$ cat src/rtl/irq_route_pkg.sv
package irq_route_pkg;

    localparam int unsigned SRC_N      = 9;
    localparam int unsigned LINE_N     = 3;
    localparam int unsigned REG_W      = 32;
    localparam int unsigned ADDR_W     = 8;
    localparam int unsigned CAUSE_LSB  = 16;
    localparam int unsigned IDX_W      = 4;
    localparam int unsigned CFG_ADDR   = 0;
    localparam int unsigned LINE_BASE  = 4;
    localparam int unsigned LINE_STEP  = 4;
    localparam int unsigned SYNC_DEPTH = 2;

    // Sources whose active level is fixed in hardware
    localparam logic [SRC_N-1:0] FIXED_HIGH = 9'h102;
    localparam logic [SRC_N-1:0] FIXED_LOW  = 9'h004;

    typedef enum logic [1:0] {
        LVL_PROG = 2'd0,
        LVL_HIGH = 2'd1,
        LVL_LOW  = 2'd2
    } level_mode_e;

    function automatic level_mode_e level_mode(input logic hi_fixed, input logic lo_fixed);
        if (hi_fixed)      return LVL_HIGH;
        else if (lo_fixed) return LVL_LOW;
        else               return LVL_PROG;
    endfunction

endpackage

$ cat src/rtl/irq_src_cond.sv
module irq_src_cond
    import irq_route_pkg::*;
#(
    parameter int unsigned      N_SRC  = SRC_N,
    parameter int unsigned      DEPTH  = SYNC_DEPTH,
    parameter logic [N_SRC-1:0] HI_FIX = FIXED_HIGH,
    parameter logic [N_SRC-1:0] LO_FIX = FIXED_LOW
) (
    input  logic             clk,
    input  logic             rst,
    input  logic [N_SRC-1:0] src_raw,
    input  logic [N_SRC-1:0] level_cfg,
    output logic [N_SRC-1:0] active
);

    logic [DEPTH-1:0][N_SRC-1:0] sync_q;

    always_ff @(posedge clk) begin
        if (rst) begin
            sync_q <= '0;
        end else begin
            sync_q[0] <= src_raw;
            for (int s = 1; s < DEPTH; s++) begin
                sync_q[s] <= sync_q[s-1];
            end
        end
    end

    for (genvar k = 0; k < N_SRC; k++) begin : g_src
        localparam level_mode_e MODE = level_mode(HI_FIX[k], LO_FIX[k]);
        if (MODE == LVL_HIGH) begin : g_hi
            assign active[k] = sync_q[DEPTH-1][k];
        end else if (MODE == LVL_LOW) begin : g_lo
            assign active[k] = ~sync_q[DEPTH-1][k];
        end else begin : g_prog
            assign active[k] = sync_q[DEPTH-1][k] ~^ level_cfg[k];
        end
    end

    logic unused_fixed_cfg;
    assign unused_fixed_cfg = ^(level_cfg & (HI_FIX | LO_FIX));

endmodule

$ cat src/rtl/irq_line_unit.sv
module irq_line_unit
    import irq_route_pkg::*;
#(
    parameter int unsigned N_SRC = SRC_N,
    parameter int unsigned IW    = IDX_W
) (
    input  logic             clk,
    input  logic             rst,
    input  logic             wr_sel,
    input  logic [N_SRC-1:0] wr_enable,
    input  logic [N_SRC-1:0] wr_clear,
    input  logic [N_SRC-1:0] active,
    output logic [N_SRC-1:0] en_q,
    output logic [N_SRC-1:0] cause_q,
    output logic             irq,
    output logic [IW-1:0]    idx
);

    typedef struct packed {
        logic [N_SRC-1:0] pend;
        logic [N_SRC-1:0] en;
    } line_state_t;

    line_state_t st_q, st_d;

    always_comb begin
        st_d      = st_q;
        st_d.pend = st_q.pend | (active & st_q.en);
        if (wr_sel) begin
            st_d.en   = wr_enable;
            st_d.pend = st_d.pend & ~wr_clear;
        end
    end

    always_ff @(posedge clk) begin
        if (rst) st_q <= '0;
        else     st_q <= st_d;
    end

    always_comb begin
        idx = '1;
        for (int i = 0; i < N_SRC; i++) begin
            if (st_q.pend[i]) idx = IW'(i);
        end
    end

    assign en_q    = st_q.en;
    assign cause_q = st_q.pend;
    assign irq     = |st_q.pend;

endmodule

$ cat src/rtl/irq_route_ctrl.sv
module irq_route_ctrl
    import irq_route_pkg::*;
#(
    parameter int unsigned N_SRC  = SRC_N,
    parameter int unsigned N_LINE = LINE_N,
    parameter int unsigned AW     = ADDR_W,
    parameter int unsigned DW     = REG_W,
    parameter int unsigned IW     = IDX_W
) (
    input  logic                 clk,
    input  logic                 rst,
    input  logic [AW-1:0]        bus_addr,
    input  logic                 bus_we,
    input  logic [DW-1:0]        bus_wdata,
    output logic [DW-1:0]        bus_rdata,
    input  logic [N_SRC-1:0]     src_in,
    output logic [N_LINE-1:0]    irq_out,
    output logic [N_LINE*IW-1:0] top_idx
);

    localparam logic [AW-1:0] CFG_A = AW'(CFG_ADDR);

    logic [N_SRC-1:0]              level_q;
    logic [N_SRC-1:0]              active;
    logic [N_LINE-1:0][N_SRC-1:0]  en_all;
    logic [N_LINE-1:0][N_SRC-1:0]  cause_all;
    logic [N_LINE*N_SRC-1:0]       cause_flat;
    logic [N_LINE*N_SRC-1:0]       en_flat;
    logic [N_LINE-1:0]             line_sel;

    always_ff @(posedge clk) begin
        if (rst)                               level_q <= '0;
        else if (bus_we && bus_addr == CFG_A)  level_q <= bus_wdata[N_SRC-1:0];
    end

    irq_src_cond #(.N_SRC(N_SRC)) u_cond (
        .clk       (clk),
        .rst       (rst),
        .src_raw   (src_in),
        .level_cfg (level_q),
        .active    (active)
    );

    for (genvar n = 0; n < N_LINE; n++) begin : g_line
        localparam logic [AW-1:0] LINE_A = AW'(LINE_BASE + LINE_STEP * n);
        assign line_sel[n] = bus_we && (bus_addr == LINE_A);

        irq_line_unit #(.N_SRC(N_SRC), .IW(IW)) u_line (
            .clk       (clk),
            .rst       (rst),
            .wr_sel    (line_sel[n]),
            .wr_enable (bus_wdata[N_SRC-1:0]),
            .wr_clear  (bus_wdata[CAUSE_LSB +: N_SRC]),
            .active    (active),
            .en_q      (en_all[n]),
            .cause_q   (cause_all[n]),
            .irq       (irq_out[n]),
            .idx       (top_idx[n*IW +: IW])
        );

        assign cause_flat[n*N_SRC +: N_SRC] = cause_all[n];
        assign en_flat[n*N_SRC +: N_SRC]    = en_all[n];
    end

    always_comb begin
        bus_rdata = '0;
        if (bus_addr == CFG_A) bus_rdata[N_SRC-1:0] = level_q;
        for (int n = 0; n < N_LINE; n++) begin
            if (bus_addr == AW'(LINE_BASE + LINE_STEP * n)) begin
                bus_rdata[N_SRC-1:0]          = en_all[n];
                bus_rdata[CAUSE_LSB +: N_SRC] = cause_all[n];
            end
        end
    end

    logic unused_wdata;
    assign unused_wdata = ^bus_wdata;

endmodule

$ cat config.mk
export PLATFORM = sky130hd
export DESIGN_NAME = irq_route_ctrl
export DESIGN_NICKNAME = d
export VERILOG_FILES = /design/src/rtl/irq_route_pkg.sv /design/src/rtl/irq_src_cond.sv /design/src/rtl/irq_line_unit.sv /design/src/rtl/irq_route_ctrl.sv
export SDC_FILE = /design/constraint.sdc
export NUM_CORES = 1
export LEC_CHECK = 0
export ABC_CLOCK_PERIOD_IN_PS = 2850
export BUFFER_PORTS_ARGS = -buffer_cell sky130_fd_sc_hd__buf_4
export CORE_MARGIN = 3
export CORE_UTILIZATION = 57
export DETAILED_ROUTE_END_ITERATION = 12
export GPL_TIMING_DRIVEN = 1
export PLACE_DENSITY_LB_ADDON = 0.25
export SETUP_SLACK_MARGIN = 0.1
export SYNTH_ARGS = -nofsm -noshare
export SYNTH_HDL_FRONTEND = slang
export SYNTH_HIERARCHICAL = 1
export SYNTH_SLANG_ARGS = --single-unit
$ cat constraint.sdc
create_clock -name clk -period 2.85 [get_ports clk]
set_input_delay 0.57 -clock clk [delete_from_list [all_inputs] [get_ports clk]]
set_output_delay 0.57 -clock clk [all_outputs]
set_load 0.005 [all_outputs]
Yosys cells after proc, flatten, opt, wreduce, memory -nomap -nowiden. Cells that the tools add are included.

Reduce and logical (&&, ||, !) cells: 8. Bitwise operators: 17. Equality and inequality tests: 3. Multiplexer cells: 37.

Operators with widths (number): $mux 4 (27); $mux 9 (7); $and 9x9->9 (6); $mux 18 (3); $or 9x9->9 (3); $reduce_or 9->1 (3); $eq 8x4->1 const B (2); $not 9->9 (1); $eq 8x3->1 const B (1); $logic_not 8->1 (1); $xnor 1x1->1 (6); $logic_and 1x1->1 (4); $not 1->1 (1).

Register bits: 81. Word-level logic and storage cells: 74. Bits of input ports: 52. Output and inout bits: 47.

Longest topological paths before layout. Gate-level depths: netlist of the first run.

Depth in word-level cells: 9. Depth in mapped cells: 8. Gate-level depth less buffers: 5.

Hierarchy. The synthesis of the first run kept the hierarchy.

By module, submodules not included: irq_line_unit (seq. area each 360.3 um^2, instances 3, area an instance 723.2 um^2, cells an instance 76); irq_route_ctrl (seq. area each 180.2 um^2, instances 1, area an instance 1077.3 um^2, cells an instance 115); irq_src_cond (seq. area each 360.3 um^2, instances 1, area an instance 560.5 um^2, cells an instance 46).

Worst setup path after synthesis of the first run. No wires, ideal clock.

Kind: in2out. Start: input port bus_addr[2]. End: output port bus_rdata[1]. Stages: 3. Arrival: 1.353 ns. Data required time: 2.280 ns. Buffers on the path: 1. Path slack: 0.927 ns. Cells stage by stage: buf_6 mux4_2 and2_1.

Word-level cells in the longest chain between the ends: 5. Elaborated cells on any way between the ends: 8. Those cells by class: eq/ne (3); mux (4); reduce/logical (1).

Ends and longest elaborated chain: from (decl) (RTL line irq_route_ctrl.sv:12) `input logic [AW-1:0] bus_addr,`; $logic_not 8->1 (RTL line irq_route_ctrl.sv:67) `if (bus_addr == CFG_A) bus_rdata[N_SRC-1:0] = level_q;`; $mux 9 (RTL line irq_route_ctrl.sv:67); $mux 9 (2 in series) (RTL line irq_route_ctrl.sv:69) `if (bus_addr == AW'(LINE_BASE + LINE_STEP * n)) begin`; $mux 9 * (RTL line irq_route_ctrl.sv:69); to (decl) (RTL line irq_route_ctrl.sv:15) `output logic [DW-1:0] bus_rdata,`.

Mark *: on every way between the ends. The rest lies on a longest branch, timed or not.

Final worst setup path of the first run.
Start: input port bus_addr[2]. End: output port bus_rdata[0].

The elaborated chain is that of the path after synthesis.

==> results_dict.tcl, run 1 <==
set metrics [dict create \
    ff_latch_area_um2 1620 \
    crit_top_cell "buf_4" \
    netlist_area_um2 3810 \
    clock_sinks 81 \
    clk_pin_slew_ns 0.08 \
    drtPass1Iterations 5 \
    timing.slew.headroom_pct 46.9 \
    cp.arrival_ns 1.77 \
    initial_core_util_pct 59.3 \
    grt_pass1_vias 2854 \
    nets 506 \
    area_delta_synth_final_pct 17.3 \
    cp_data_required_time_ns 2.28 \
    fill_cells 513 \
    synth_top_cell_by_area "dfxtp_1" \
    finalClockSkew_ns 0.00647 \
    ys_types 32 \
    synth_area_per_cell_um2 9.79 \
    cts_tree "yes" \
    rsz0062_at_grt "false" \
    postRouteAntennaNets 0 \
    die_h_um 87.7 \
    cts_setup_buffers 0 \
    via_per_inst 5.79 \
    rows 29 \
    crit_chain "buf_4, mux4_1, and2_1, buf_4" \
    cts-root-buf "clkbuf_8" \
    drtIter0Drc 236 \
    grt_usage_pct 24.3 \
    vias 3091 \
    yosys_warnings 6 \
    powerDensity_nw_per_um2 462 \
    fmaxAchievable_ghz 0.427 \
    slew_viol_final 0 \
    cpMaxStageDelayCell "mux4_1" \
    vdd.ir_drop.worst_mv 0.291 \
    cp-end-kind "primary output" \
    gr-total-overflow 0 \
    setup_viol 0 \
    dp_hpwl_um 6300 \
    post-synth-top-area-fraction_pct 42.6 \
    grt_max_degree 91 \
    dieArea_um2 7700 \
    numPortBuffers 70 \
    hold_viol 0 \
    seq_area_frac_synth_pct 42.6 \
    slowest_delay_ns 0.59 \
    period_share_pct 82.2 \
    fin_crit_ns 2.34 \
    wirelength_um 9110 \
    clkLatencyLatePin_ns 0.34 \
    ys_ff_latch 81 \
    synth_top_cells_by_area "dfxtp_1 (43%), mux2i_1 (9.5%), a211oi_1 (5.3%)" \
    pin_count 99 \
    final_common_cell "dfxtp_1" \
    fin_util_pct 69.5 \
    antenna_cells 0 \
    cap_violations 0 \
    total_power_uw 2060 \
    path_max_fanout 22 \
    cp-start-kind "input pin" \
    grt_pass1_wl_um 14200 \
    drcViolationCount 0 \
    tightest_slew_ns 0.796 \
    drive_gt1_share_pct 23.9 \
    gp_congestion 0.901 \
    mostFrequentLayoutCells "dfxtp_1 (81), buf_4 (78), nor2_1 (54), mux2i_1 (36), a21oi_1 (36)" \
    cts-htree-levels 3 \
    wire_per_inst_um 17.1 \
    multi_input_area_um2 1960 \
    setup_tns_ns 0 \
    p_leak_uw 0.00172 \
    clockBufferDepth 2 \
    crit_type "input pin to primary output" \
    die_w_um 87.7 \
    worstHoldPathType "input pin to register" \
    grt_antenna_before_repair 0 \
    coreArea_um2 6420 \
    cts_hold_buffers 0 \
    post_cts_resized 0 \
    cts_buffers 9 \
    postSynthCellCount 389 \
    status "complete, no violations" \
]
==> critical path, delay by kind of cell <==
family                 cells  cell delay [ns]
muxes                      1             0.59
buffers and inverters      2             0.44
and+or+nand+nor            1             0.17
==> where the power goes <==
group	switching (µW)	internal, µW
Combinational	67.4	61.1
Clock	389	396
Sequential	5.16	1140
==> metal layers <==
layer	GRT usage, %	routed length (µm)	share of wire [%]
met5	0	0	0
met4	11.3	169	1.9
met3	4.05	701	7.7
met2	39.7	4510	49
met1	31.6	3730	41
==> synth_stat cells (all sizes together) <==
cell and number:
a21oi 36, xnor2 6, nand2b 18, nor3b 1, and2 9, a211oi 27, nand3 4, nor2b 12
a22oi 9, o31ai 3, nand2 3, and3 2, a221oi 3, or2 3, mux2 9, nor2 54
buf 35, mux4 9, clkbuf 2, o31a 3, and4b 1, and4 2, mux2i 36, or2b 3
dfxtp 81, and2b 7, inv 7, nor4 3, conb 1
==> cell type report <==
class	instances	area share [%]
timing repair buffer	78	13.1
multi-input combinational	277	43.9
clock inverter	3	0.981
inverter	7	0.589
clock buffer	11	2.94
sequential	81	36.3
tap	77	2.16
==> metrics by stage <==
stage                     cell area [µm²]  setup slack (ns)  cells  hold WS (ns)
after CTS                            4460             0.503    534         0.412
after detailed placement             4290             0.517    520         0.424
after global routing                 4460             0.445    534         0.413
final                                4460             0.506    534         0.420
after floorplan                      3860             0.927    402         0.414
after global placement               4290             0.526    520         0.418
==> kinds of logic after synthesis <==
group,after synthesis,synth area share [%]
buffers and inverters,44,7.23
muxes,54,17.6
xor gates and xnor gates,6,1.38
DFF,81,42.6
and+or+nand+nor,122,17.3
other,1,0.0985
AOI/OAI and AO/OA,81,13.8
==> flip-flops by register name, summed over array words and instances (netlist names) <==
name / count
g_line.u_line/cause_q: 27
g_line.u_line/en_q: 27
level_q: 9
u_cond/active: 2
u_cond/sync_q: 16
==> worst paths after layout <==
check / startpoint / end / slack, ns / cells past startpoint
max: bus_addr[2] / bus_rdata[0] / 0.51 / 4
min: bus_wdata[16] / g_line[2].u_line/cause_q[0] / 0.42 / 2
max reg2reg: level_q[6] / g_line[2].u_line/cause_q[6] / 1.81 / 3
min reg2reg: u_cond/sync_q[4] / u_cond/sync_q[13] / 0.44 / 1
Power figures use the tool's default switching activity.
==> inputs of run 2 (changes only) <==
--- a/config.mk
+++ b/config.mk
@@ -5,10 +5,10 @@
 export SDC_FILE = /design/constraint.sdc
 export NUM_CORES = 1
 export LEC_CHECK = 0
-export ABC_CLOCK_PERIOD_IN_PS = 2850
+export ABC_CLOCK_PERIOD_IN_PS = 2300
 export BUFFER_PORTS_ARGS = -buffer_cell sky130_fd_sc_hd__buf_4
 export CORE_MARGIN = 3
-export CORE_UTILIZATION = 57
+export CORE_UTILIZATION = 53
 export DETAILED_ROUTE_END_ITERATION = 12
 export GPL_TIMING_DRIVEN = 1
 export PLACE_DENSITY_LB_ADDON = 0.25
==> constraint.sdc (replaced) <==
create_clock -name clk -period 2.3 [get_ports clk]
set_input_delay 0.46 -clock clk [delete_from_list [all_inputs] [get_ports clk]]
set_output_delay 0.46 -clock clk [all_outputs]
set_load 0.005 [all_outputs]
==> run 2 against run 1 <==
Against the previous run: sequential power increased by 23%; first-iteration DRC count fell by 20%; clock power grew 62%; setup slack lost 0.29 ns; clock skew is essentially flat; sequential share of layout area fell by 1.2 points; global-route usage fell by 1.6 points; cell count increased by 5.2%; wire length is 0.14% higher; design area increased by 3.4%; highest routed layer unchanged; combinational power up 28%.
==> results_dict.tcl, run 2 (same netlist as run 1, synthesis figures left out) <==
set metrics [dict create \
    p_leak_uw 0.00179 \
    p_sw_uw 610 \
    rsz0062_at_grt "false" \
    cp_data_required_time_ns 1.84 \
    period_share_pct 90.7 \
    vias 3078 \
    fin_crit_ns 2.09 \
    setup_tns_ns 0 \
    clock_sinks 81 \
    fill_cells 578 \
    rr_startpoint "level_q[5]" \
    p_int_uw 2250 \
    wire_per_inst_um 16.2 \
    grt_usage_pct 22.8 \
    cts_buffers 9 \
    die_w_um 90.8 \
    cts-htree-levels 3 \
    final_common_cell "buf_4" \
    path_max_fanout 17 \
    rows 30 \
    crit_type "input pin to primary output" \
    wirelength_um 9120 \
    worstHoldPathType "input pin to register" \
    grt_antenna_before_repair 0 \
    clk_pin_slew_ns 0.08 \
    p_seq_share_pct 49.7 \
    clkPwrFrac_pct 44.5 \
    gp_congestion 0.853 \
    antenna_cells 0 \
    cap_violations 0 \
    dieArea_um2 8240 \
    grt_pass1_wl_um 15100 \
    drcViolationCount 0 \
    hold_viol 0 \
    mostFrequentLayoutCells "buf_4 (85), dfxtp_1 (81), nor2_1 (54), mux2i_1 (36), a21oi_1 (36)" \
    cts-root-buf "clkbuf_8" \
    min_from "bus_wdata[16]" \
    coreArea_um2 6870 \
    area_delta_synth_final_pct 21.2 \
    finalClockSkew_ns 0.00657 \
    cts_tree "yes" \
    grt_max_degree 44 \
    dp_hpwl_um 6530 \
    cts_setup_buffers 0 \
    setup_viol 0 \
    cp-end-kind "primary output" \
    pin_count 99 \
    die_h_um 90.8 \
    vdd.ir_drop.worst_mv 0.374 \
    drive_gt1_share_pct 25.8 \
    slew_viol_final 0 \
    post_cts_resized 0 \
    cp.arrival_ns 1.63 \
    status "complete, no violations" \
    numPortBuffers 70 \
    crit_start "bus_addr[2]" \
    pwr-share-comb_pct 5.8 \
    drtIter0Drc 189 \
    switching_share_pct 21.3 \
    fin_util_pct 67.2 \
    postRouteAntennaNets 0 \
    grt_pass1_vias 3015 \
    gr-total-overflow 0 \
    clockBufferDepth 2 \
    clkLatencyLatePin_ns 0.35 \
    fmaxAchievable_ghz 0.479 \
    cp-start-kind "input pin" \
    via_per_inst 5.48 \
    drtPass1Iterations 4 \
    cts_hold_buffers 0 \
    initial_core_util_pct 55.4 \
    powerDensity_nw_per_um2 620 \
    nets 513 \
]
run 2: power groups by stage:
stage / clock, µW / combinational (µW) / sequential [µW]
finish: 1270 / 165 / 1420
global route: 1360 / 182 / 1430
CTS: 1290 / 165 / 1420
detailed placement: 0 / 164 / 1460
global placement: 0 / 162 / 1460
floorplan: 0 / 101 / 1450
run 2: worst paths after layout:
path,slack (ns),depth (start not counted),endpoint
worst min-delay path,0.30,2,g_line[1].u_line/cause_q[0]
worst min register to register,0.44,1,u_cond/sync_q[15]
worst max register to register,1.28,3,g_line[0].u_line/cause_q[5]
worst max-delay path,0.21,4,bus_rdata[0]
run 2: layout make-up:
| cell class | count | area, µm² | area share (%) |
|---|---|---|---|
| multi-input combinational | 277 | 1960 | 42.5 |
| clock inverter | 6 | 113 | 2.44 |
| sequential | 81 | 1620 | 35.1 |
| clock buffer | 10 | 138 | 2.98 |
| tap | 96 | 120 | 2.60 |
| inverter | 7 | 26.3 | 0.569 |
| timing repair buffer | 85 | 638 | 13.8 |
run 2: stage by stage:
stage / hold WS (ns) / setup WS (ns) / cells / total power (µW) / instance area, µm²
5_1_grt: 0.296 / 0.154 / 562 / 2970 / 4620
6_report: 0.299 / 0.214 / 562 / 2860 / 4620
4_1_cts: 0.289 / 0.214 / 562 / 2880 / 4620
3_3_place_gp: 0.419 / 0.218 / 546 / 1620 / 4370
3_5_place_dp: 0.425 / 0.212 / 546 / 1620 / 4370
2_1_floorplan: 0.414 / 0.501 / 402 / 1550 / 3860
run 2: routing by layer:
metal  track usage, %  wire length (µm)
met5                0                 0
met3             4.67               666
met1             29.7              4070
met2             36.5              4250
met4             9.95               131
run 2: worst max-delay path: stages:
cell and delay [ns]:
buf_4 0.27, mux4_1 0.58, and2_1 0.17, buf_4 0.13
